--- src/rtl/fbp_pkg.sv ---
// Package: shared constants and types of the free buffer pool fetch controller.
// Assumes 32-bit table entries and 32-bit host registers.
package fbp_pkg;
    localparam int ENT_VALID   = 31;
    localparam int ENT_WRAP    = 30;
    localparam int ENT_IRQ     = 29;
    localparam int ENT_PTR_MSB = 28;
    localparam int ENT_PTR_LSB = 2;

    localparam int CTL_BUSY = 0;
    localparam int CTL_RLI  = 1;
    localparam int CTL_EPD  = 8;

    typedef enum logic [1:0] {
        RK_NONE  = 2'd0,
        RK_FETCH = 2'd1,
        RK_BUSY  = 2'd2,
        RK_DROP  = 2'd3
    } req_kind_e;
endpackage

--- src/rtl/fbp_pool_state.sv ---
// Module: per-pool state (entry index, busy, red-line, discard control, frame drop flag).
// Exposes "effective" index and busy that already include this cycle's fetch result,
// so a request in the same cycle sees it. Assumes host and fetch updates rarely collide;
// on collision the host index write wins over the index advance and clears busy.
module fbp_pool_state #(
    parameter int IDX_W = 4
) (
    input  logic             clk,
    input  logic             rst_n,
    input  logic             host_idx_we,
    input  logic [IDX_W-1:0] host_idx_val,
    input  logic             host_ctl_we,
    input  logic             host_clr_busy,
    input  logic             host_clr_rli,
    input  logic             host_epd,
    input  logic             fet_adv,
    input  logic             fet_wrap,
    input  logic             fet_set_busy,
    input  logic             fet_set_rli,
    input  logic             fet_first,
    output logic [IDX_W-1:0] idx_q,
    output logic             busy_q,
    output logic             rli_q,
    output logic             epd_q,
    output logic             drop_q,
    output logic [IDX_W-1:0] eff_idx,
    output logic             eff_busy
);
    // Forwarded view of index and busy including the fetch result of this cycle.
    always_comb begin
        eff_idx  = idx_q;
        if (fet_adv) begin
            eff_idx = fet_wrap ? '0 : idx_q + 1'b1;
        end
        eff_busy = busy_q | fet_set_busy;
    end

    // Entry index: host write loads it, otherwise follows the forwarded value.
    always_ff @(posedge clk) begin
        if (!rst_n) begin
            idx_q <= '0;
        end else if (host_idx_we) begin
            idx_q <= host_idx_val;
        end else begin
            idx_q <= eff_idx;
        end
    end

    // Busy: set by an invalid entry, cleared by index write or write-one-clear.
    always_ff @(posedge clk) begin
        if (!rst_n) begin
            busy_q <= 1'b0;
        end else if (host_idx_we) begin
            busy_q <= 1'b0;
        end else if (fet_set_busy) begin
            busy_q <= 1'b1;
        end else if (host_ctl_we && host_clr_busy) begin
            busy_q <= 1'b0;
        end
    end

    // Red-line status: set on a flagged grant, cleared by write-one-clear.
    always_ff @(posedge clk) begin
        if (!rst_n) begin
            rli_q <= 1'b0;
        end else if (fet_set_rli) begin
            rli_q <= 1'b1;
        end else if (host_ctl_we && host_clr_rli) begin
            rli_q <= 1'b0;
        end
    end

    // Discard control: plain read/write bit.
    always_ff @(posedge clk) begin
        if (!rst_n) begin
            epd_q <= 1'b0;
        end else if (host_ctl_we) begin
            epd_q <= host_epd;
        end
    end

    // Frame drop flag: latched from the discard control at every frame start.
    always_ff @(posedge clk) begin
        if (!rst_n) begin
            drop_q <= 1'b0;
        end else if (fet_first) begin
            drop_q <= epd_q;
        end
    end
endmodule

--- src/rtl/fbp_hostif.sv ---
// Module: host register decode and read mux.
// Map: 0 = table base, 2p+2 = pool p control/status, 2p+3 = pool p entry index.
// Assumes reads are combinational and unmapped addresses read as zero.
module fbp_hostif #(
    parameter int NUM_POOLS = 4,
    parameter int IDX_W     = 4,
    parameter int TA_W      = 10,
    parameter int HA_W      = 4
) (
    input  logic                       clk,
    input  logic                       rst_n,
    input  logic                       hwr_en,
    input  logic [HA_W-1:0]            hwr_addr,
    input  logic [31:0]                hwr_data,
    input  logic [HA_W-1:0]            hrd_addr,
    input  logic [NUM_POOLS*IDX_W-1:0] pool_idx,
    input  logic [NUM_POOLS-1:0]       pool_busy,
    input  logic [NUM_POOLS-1:0]       pool_rli,
    input  logic [NUM_POOLS-1:0]       pool_epd,
    output logic [TA_W-1:0]            base_q,
    output logic [NUM_POOLS-1:0]       idx_we,
    output logic [NUM_POOLS-1:0]       ctl_we,
    output logic [31:0]                hrd_data
);
    import fbp_pkg::*;

    logic unused_hi;
    assign unused_hi = ^hwr_data[31:TA_W];

    // Table base register.
    always_ff @(posedge clk) begin
        if (!rst_n) begin
            base_q <= '0;
        end else if (hwr_en && hwr_addr == '0) begin
            base_q <= hwr_data[TA_W-1:0];
        end
    end

    // Per-pool write strobes.
    for (genvar p = 0; p < NUM_POOLS; p++) begin : g_dec
        assign ctl_we[p] = hwr_en && (hwr_addr == HA_W'(2*p+2));
        assign idx_we[p] = hwr_en && (hwr_addr == HA_W'(2*p+3));
    end

    // Read mux over all registers.
    always_comb begin
        hrd_data = '0;
        if (hrd_addr == '0) begin
            hrd_data = {{(32-TA_W){1'b0}}, base_q};
        end
        for (int p = 0; p < NUM_POOLS; p++) begin
            if (hrd_addr == HA_W'(2*p+2)) begin
                hrd_data[CTL_BUSY] = pool_busy[p];
                hrd_data[CTL_RLI]  = pool_rli[p];
                hrd_data[CTL_EPD]  = pool_epd[p];
            end
            if (hrd_addr == HA_W'(2*p+3)) begin
                hrd_data = {{(32-IDX_W){1'b0}}, pool_idx[p*IDX_W +: IDX_W]};
            end
        end
    end
endmodule

--- src/rtl/fbp_fetch.sv ---
// Module: request decision, table read and response pipeline.
// Stage 0 (request cycle) decides busy/discard/fetch and drives the table read.
// Stage 1 evaluates the returned entry and emits per-pool update strobes.
// Stage 2 registers the response. Assumes memory data one cycle after the strobe.
module fbp_fetch #(
    parameter int NUM_POOLS = 4,
    parameter int IDX_W     = 4,
    parameter int TA_W      = 10,
    parameter int PW        = 2
) (
    input  logic                       clk,
    input  logic                       rst_n,
    input  logic                       req_valid,
    input  logic [PW-1:0]              req_pool,
    input  logic                       req_first,
    input  logic [TA_W-1:0]            base_q,
    input  logic [NUM_POOLS*IDX_W-1:0] eff_idx,
    input  logic [NUM_POOLS-1:0]       eff_busy,
    input  logic [NUM_POOLS-1:0]       pool_epd,
    input  logic [NUM_POOLS-1:0]       pool_drop,
    input  logic [31:0]                mem_rdata,
    output logic                       mem_rd_en,
    output logic [TA_W-1:0]            mem_addr,
    output logic [NUM_POOLS-1:0]       fet_adv,
    output logic                       fet_wrap,
    output logic [NUM_POOLS-1:0]       fet_set_busy,
    output logic [NUM_POOLS-1:0]       fet_set_rli,
    output logic [NUM_POOLS-1:0]       fet_first,
    output logic                       rsp_valid,
    output logic                       rsp_grant,
    output logic                       rsp_busy,
    output logic                       rsp_discard,
    output logic [PW-1:0]              rsp_pool,
    output logic [31:0]                rsp_ptr,
    output logic                       ev_got_busy,
    output logic                       ev_redline
);
    import fbp_pkg::*;

    req_kind_e        kind0, s1_kind;
    logic [PW-1:0]    s1_pool;
    logic [IDX_W-1:0] sel_idx;
    logic             drop0, grant1, stall1, irq1;
    logic             unused_lo;

    assign unused_lo = ^mem_rdata[ENT_PTR_LSB-1:0];

    // Stage 0: classify the request using the forwarded pool state.
    always_comb begin
        sel_idx = eff_idx[req_pool*IDX_W +: IDX_W];
        drop0   = req_first ? pool_epd[req_pool] : pool_drop[req_pool];
        if (!req_valid) begin
            kind0 = RK_NONE;
        end else if (eff_busy[req_pool]) begin
            kind0 = RK_BUSY;
        end else if (drop0) begin
            kind0 = RK_DROP;
        end else begin
            kind0 = RK_FETCH;
        end
        mem_rd_en = (kind0 == RK_FETCH);
        mem_addr  = base_q + (TA_W'(req_pool) << IDX_W) + TA_W'(sel_idx);
    end

    // Stage 1 register: remember what was decided and for which pool.
    always_ff @(posedge clk) begin
        if (!rst_n) begin
            s1_kind <= RK_NONE;
            s1_pool <= '0;
        end else begin
            s1_kind <= kind0;
            s1_pool <= req_pool;
        end
    end

    // Stage 1: evaluate the returned entry and build per-pool strobes.
    always_comb begin
        grant1   = (s1_kind == RK_FETCH) && mem_rdata[ENT_VALID];
        stall1   = (s1_kind == RK_FETCH) && !mem_rdata[ENT_VALID];
        irq1     = grant1 && mem_rdata[ENT_IRQ];
        fet_wrap = mem_rdata[ENT_WRAP];
        for (int p = 0; p < NUM_POOLS; p++) begin
            fet_adv[p]      = grant1 && (s1_pool == PW'(p));
            fet_set_busy[p] = stall1 && (s1_pool == PW'(p));
            fet_set_rli[p]  = irq1 && (s1_pool == PW'(p));
            fet_first[p]    = req_valid && req_first && (req_pool == PW'(p));
        end
    end

    // Stage 2: register the single response and event pulses.
    always_ff @(posedge clk) begin
        if (!rst_n) begin
            rsp_valid   <= 1'b0;
            rsp_grant   <= 1'b0;
            rsp_busy    <= 1'b0;
            rsp_discard <= 1'b0;
            rsp_pool    <= '0;
            rsp_ptr     <= '0;
            ev_got_busy <= 1'b0;
            ev_redline  <= 1'b0;
        end else begin
            rsp_valid   <= (s1_kind != RK_NONE);
            rsp_grant   <= grant1;
            rsp_busy    <= stall1 || (s1_kind == RK_BUSY);
            rsp_discard <= (s1_kind == RK_DROP);
            rsp_pool    <= s1_pool;
            rsp_ptr     <= grant1 ? {3'b000, mem_rdata[ENT_PTR_MSB:ENT_PTR_LSB], 2'b00} : '0;
            ev_got_busy <= stall1;
            ev_redline  <= irq1;
        end
    end
endmodule

--- src/rtl/fbp_fetch_ctrl.sv ---
// Module: top of the free buffer pool fetch controller.
// Wires host register decode, one state slice per pool and the fetch pipeline.
// Assumes a single-cycle synchronous table memory outside this block.
module fbp_fetch_ctrl #(
    parameter int NUM_POOLS = 4,
    parameter int IDX_W     = 4,
    parameter int TA_W      = 10,
    localparam int PW       = (NUM_POOLS > 1) ? $clog2(NUM_POOLS) : 1,
    localparam int HA_W     = $clog2(2*NUM_POOLS+2)
) (
    input  logic            clk,
    input  logic            rst_n,
    input  logic            req_valid,
    input  logic [PW-1:0]   req_pool,
    input  logic            req_first,
    output logic            rsp_valid,
    output logic            rsp_grant,
    output logic            rsp_busy,
    output logic            rsp_discard,
    output logic [PW-1:0]   rsp_pool,
    output logic [31:0]     rsp_ptr,
    output logic            mem_rd_en,
    output logic [TA_W-1:0] mem_addr,
    input  logic [31:0]     mem_rdata,
    input  logic            hwr_en,
    input  logic [HA_W-1:0] hwr_addr,
    input  logic [31:0]     hwr_data,
    input  logic [HA_W-1:0] hrd_addr,
    output logic [31:0]     hrd_data,
    output logic            ev_got_busy,
    output logic            ev_redline
);
    import fbp_pkg::*;

    logic [TA_W-1:0]            base_q;
    logic [NUM_POOLS*IDX_W-1:0] pool_idx, eff_idx;
    logic [NUM_POOLS-1:0]       pool_busy, pool_rli, pool_epd, pool_drop, eff_busy;
    logic [NUM_POOLS-1:0]       idx_we, ctl_we;
    logic [NUM_POOLS-1:0]       fet_adv, fet_set_busy, fet_set_rli, fet_first;
    logic                       fet_wrap;

    fbp_hostif #(.NUM_POOLS(NUM_POOLS), .IDX_W(IDX_W), .TA_W(TA_W), .HA_W(HA_W)) u_host (
        .clk(clk), .rst_n(rst_n), .hwr_en(hwr_en), .hwr_addr(hwr_addr),
        .hwr_data(hwr_data), .hrd_addr(hrd_addr), .pool_idx(pool_idx),
        .pool_busy(pool_busy), .pool_rli(pool_rli), .pool_epd(pool_epd),
        .base_q(base_q), .idx_we(idx_we), .ctl_we(ctl_we), .hrd_data(hrd_data)
    );

    for (genvar p = 0; p < NUM_POOLS; p++) begin : g_pool
        fbp_pool_state #(.IDX_W(IDX_W)) u_state (
            .clk(clk), .rst_n(rst_n),
            .host_idx_we(idx_we[p]), .host_idx_val(hwr_data[IDX_W-1:0]),
            .host_ctl_we(ctl_we[p]), .host_clr_busy(hwr_data[CTL_BUSY]),
            .host_clr_rli(hwr_data[CTL_RLI]), .host_epd(hwr_data[CTL_EPD]),
            .fet_adv(fet_adv[p]), .fet_wrap(fet_wrap),
            .fet_set_busy(fet_set_busy[p]), .fet_set_rli(fet_set_rli[p]),
            .fet_first(fet_first[p]),
            .idx_q(pool_idx[p*IDX_W +: IDX_W]), .busy_q(pool_busy[p]),
            .rli_q(pool_rli[p]), .epd_q(pool_epd[p]), .drop_q(pool_drop[p]),
            .eff_idx(eff_idx[p*IDX_W +: IDX_W]), .eff_busy(eff_busy[p])
        );
    end

    fbp_fetch #(.NUM_POOLS(NUM_POOLS), .IDX_W(IDX_W), .TA_W(TA_W), .PW(PW)) u_fetch (
        .clk(clk), .rst_n(rst_n), .req_valid(req_valid), .req_pool(req_pool),
        .req_first(req_first), .base_q(base_q), .eff_idx(eff_idx),
        .eff_busy(eff_busy), .pool_epd(pool_epd), .pool_drop(pool_drop),
        .mem_rdata(mem_rdata), .mem_rd_en(mem_rd_en), .mem_addr(mem_addr),
        .fet_adv(fet_adv), .fet_wrap(fet_wrap), .fet_set_busy(fet_set_busy),
        .fet_set_rli(fet_set_rli), .fet_first(fet_first),
        .rsp_valid(rsp_valid), .rsp_grant(rsp_grant), .rsp_busy(rsp_busy),
        .rsp_discard(rsp_discard), .rsp_pool(rsp_pool), .rsp_ptr(rsp_ptr),
        .ev_got_busy(ev_got_busy), .ev_redline(ev_redline)
    );
endmodule

--- config.mk ---
export PLATFORM = sky130hd
export DESIGN_NAME = fbp_fetch_ctrl
export DESIGN_NICKNAME = d
export VERILOG_FILES = /design/src/rtl/fbp_pkg.sv /design/src/rtl/fbp_pool_state.sv /design/src/rtl/fbp_hostif.sv /design/src/rtl/fbp_fetch.sv /design/src/rtl/fbp_fetch_ctrl.sv
export SDC_FILE = /design/constraint.sdc
export NUM_CORES = 1
export LEC_CHECK = 0
export BUFFER_PORTS_ARGS = -buffer_cell sky130_fd_sc_hd__buf_2
export CORE_AREA = 2 2 103 105
export DETAILED_ROUTE_END_ITERATION = 6
export DIE_AREA = 0 0 105 107
export PLACE_DENSITY = 0.72
export SETUP_SLACK_MARGIN = 0.3
export SLEW_MARGIN = 20
export SYNTH_ARGS = -nofsm -noshare
export SYNTH_HDL_FRONTEND = slang
export SYNTH_HIERARCHICAL = 1
export SYNTH_SLANG_ARGS = --single-unit
--- constraint.sdc ---
create_clock -name clk -period 4.1 [get_ports clk]
set_input_delay 0.41 -clock clk [delete_from_list [all_inputs] [get_ports clk]]
set_output_delay 0.41 -clock clk [all_outputs]
set_load 0.02 [all_outputs]
==> impl_results.md <==
- Run status: complete, no violations
- Sequential element share of the synthesized area: 36.4%
- Kind of critical path: reg2out
- Pin slew with the least headroom to its limit: 1.11 ns
- Synthesized area per cell: 8.97 um2
- Pins over their slew limit: 0
- DRT Wirelength: 11600 um
- Half-perimeter wire length after detailed placement: 8350 um
- Clock transition at the registers of the reported paths: 0.10 ns
- Cell accounting for the most synthesized area: sky130_fd_sc_hd__dfxtp_1
- Final hold viol count: 0
- Number of max-cap violations: 0
- Inserted Diodes: 0
- Total chip power: 1.64 mW
- Largest family of logic cells by synthesized area: simple AND/OR/NAND/NOR gates
- Global Route met2 Usage: 34.9%
- Xor and xnor area share after synthesis: 0.787%
- Num ports: 162
- Type of element capturing the critical path: output pin
- Routed via count: 3944
- Number of hold-repair buffers added at the cts stage: 0
- Buffer type at the clock tree root: sky130_fd_sc_hd__clkbuf_8
- Sequential cell area: 1630 um2
- Number of global-route vias before repair: 3757
- Number of standard cells in the final layout excluding fillers: 753
- Flip-flop and latch count after synthesis: 81
- Timing-limited maximum frequency: 258 MHz
- Worst hold path class: in2reg
- Fin Setup TNS: 0 ns
- Synth Area in Simple Gates: 28.0%
- Cells taking the most area after synthesis: sky130_fd_sc_hd__dfxtp_1 36%, sky130_fd_sc_hd__mux2i_1 7.4%, sky130_fd_sc_hd__and2_1 4.9%
- Die Wd: 105 um
- Cell area power density: 302 nW/um2
- Area occupied by multi-input gates: 2690 um2
- Number of buffers added on ports: 110
- Layout filler cell count: 956
- Setup repair after global routing missed its margin: yes
- Cell Count Post-Placement: 729
- Proportion of layout cells with a drive suffix above 1: 28.4%
- Complex-gate fraction of the synthesized area: 11.5%
- Top cells by count, synth: 81 x sky130_fd_sc_hd__dfxtp_1, 35 x sky130_fd_sc_hd__and2_1, 34 x sky130_fd_sc_hd__nor2_1
- GR Util met3: 5.23%
- Setup Skew: 0.0107 ns
- Cell with the most instances after synthesis: sky130_fd_sc_hd__dfxtp_1
- Number of standard cells after synthesis: 496
- Cell area after synthesis: 4450 um2
- Maximum number of pins on one net before global-route repair: 49
- Total clock buffers created by CTS: 9
- Post-placement setup slack: 0.0727 ns
- Period Utilization, post-route: 94.4%
- Chip height: 107 um
- Area of the placeable core: 10100 um2
- Largest driver fanout on the critical path: 5
- Adder-cell share of the synthesized area: 3.26%
- Clk_lat worst skew: 0.37 ns
- Multiplexer share of the synthesized area: 11.8%
- Wire length of the first global-routing pass: 18200 um
- Number of violations reported at the end of detailed-routing iteration 0: 286
- Num Clock Sinks: 81
- Peak VDD IR: 0.270 mV
- Aggregate global-route resource usage: 20.2%
- Placed inst area: 5010 um2
- Antenna violations before repair: 0
- Proportion of register bits with asynchronous set or reset after synthesis: 0%
- Total congestion overflow: 0
- Vias per Instance: 5.24
- GR met1 Demand/Resource: 25.0%
- Initial cell density of the core: 44.1%
- DRT Pass-1 Iters: 7
- CTS Buffer Depth: 2
- Count of yosys warnings during synthesis: 6
- Most Used Layer, Global Route: met2
- Number of synthesized flops with an enable pin: 0
- Unique masters post-synth: 49
- Post-Route Utilization: 53.6%
- Clock tree from TritonCTS: yes
- Share of the synthesized area in the top cell type: 36.4%
- Synth-to-Final Area Change: 21.6%
- Final setup violation count: 0
- Lkg Pwr: 2.52 nW
- Worst endpoint data arrival time: 3.46 ns
- Remaining antenna violation count after routing: 0
- Category of the worst setup path launch point: flip-flop
- Die ar.: 11200 um2
- Worst relative slew slack: 25.6%
- Time the final worst path needs with I/O delays and setup: 3.87 ns
- DRC errors left: 0
- Minimum setup slack in the final design: 0.230 ns
- Final layout net count: 702
- Required time of the critical path: 3.69 ns
- DR WL/cell: 15.4 um
- Gp weighted congestion: 0.841
- Row Count: 37
- Main flop type after synthesis: sky130_fd_sc_hd__dfxtp_1
- Final worst hold slack: 0.229 ns
- Summed area of non-filler cells in the final layout: 5410 um2
- H-tree Lvls: 3
area by class of cell:
cell class	instances	area share (%)
Clock buffer	9	2.29
Clock inverter	7	1.36
Inverter	22	1.53
Multi-Input combinational cell	378	49.7
Sequential cell	81	30.0
Tap cell	136	3.14
Timing Repair Buffer	120	12.0
critical path, stage by stage (launching register included):
cell and delay, ns:
sky130_fd_sc_hd__dfxtp_4 0.35, sky130_fd_sc_hd__nand3b_1 0.14, sky130_fd_sc_hd__buf_6 0.16, sky130_fd_sc_hd__nor3_4 0.07, sky130_fd_sc_hd__buf_6 0.13, sky130_fd_sc_hd__nor3b_2 0.14, sky130_fd_sc_hd__mux2i_1 0.20, sky130_fd_sc_hd__nand2_1 0.10
sky130_fd_sc_hd__mux4_2 0.52, sky130_fd_sc_hd__ha_4 0.29, sky130_fd_sc_hd__o21a_1 0.18, sky130_fd_sc_hd__o31a_1 0.12, sky130_fd_sc_hd__or4b_1 0.49, sky130_fd_sc_hd__nand3_2 0.09, sky130_fd_sc_hd__buf_6 0.11
report_power, final:
group	internal [mW]	total, mW	leakage [nW]	switching, mW
Combinational	0.0929	0.234	1.77	0.141
Clock	0.238	0.581	0.0942	0.342
Sequential	0.804	0.820	0.657	0.0168
Total	1.13	1.64	2.52	0.501
flip-flops by register name, summed over array words and instances, names as in the netlist, 2 cells and up:
register               flops
g_pool.u_state/busy_q      4
g_pool.u_state/drop_q      4
g_pool.u_state/epd_q       4
g_pool.u_state/idx_q      16
g_pool.u_state/rli_q       4
u_fetch/rsp_pool           2
u_fetch/rsp_ptr           27
u_fetch/s1_kind            2
u_fetch/s1_pool            2
u_host/base_q             10
what timing repair did:
item,4_1_cts,5_1_grt
setup buffers,7,1
setup endpoints to repair,8,7
pin swaps,2,5
resized for setup,29,9
final timing paths:
kind / endpoint / startpoint / depth (start not counted) / slack, ns
setup / recovery: mem_addr[8] / u_fetch/s1_kind[1] / 14 / 0.23
hold reg to reg: u_fetch/rsp_valid / u_fetch/s1_kind[0] / 2 / 0.52
setup reg to reg: u_fetch/s1_kind[1] / u_fetch/s1_pool[1] / 6 / 2.14
hold / removal: u_fetch/rsp_ptr[28] / mem_rdata[28] / 2 / 0.23
routing by layer:
layer  vias to the layer above  part of all wire [%]
met5                         -                     0
met4                         0                   1.3
met3                        15                   6.9
met2                       171                    49
met1                      1862                    43
li1                       1896                     -
cell families after synthesis:
| group | Yosys count |
|---|---|
| AND/OR/NAND/NOR | 217 |
| adder cells (fa/ha/maj) | 11 |
| other | 2 |
| buffers and inverters | 62 |
| XOR/XNOR | 4 |
| AO/OA/AOI/OAI | 78 |
| multiplexers | 41 |
| flip-flops | 81 |
cell usage in the layout, fill, tap and decap left out, drive strengths merged, types with 3 or more instances in the layout:
| cell | instances |
|---|---|
| a21oi | 20 |
| a31oi | 13 |
| xnor2 | 4 |
| nor2 | 34 |
| and2 | 36 |
| clkbuf | 9 |
| a21o | 7 |
| nor2b | 30 |
| dfxtp | 81 |
| nand2b | 30 |
| nor3 | 10 |
| nand2 | 26 |
| and3 | 3 |
| nand3 | 11 |
| conb | 27 |
| mux4 | 7 |
| o22ai | 6 |
| or3 | 4 |
| nor3b | 14 |
| or2 | 5 |
| o211a | 8 |
| nand3b | 8 |
| o21ai | 12 |
| inv | 25 |
| ha | 10 |
| buf | 120 |
| mux2i | 33 |
Note: power is estimated with default switching activity, not from simulation.
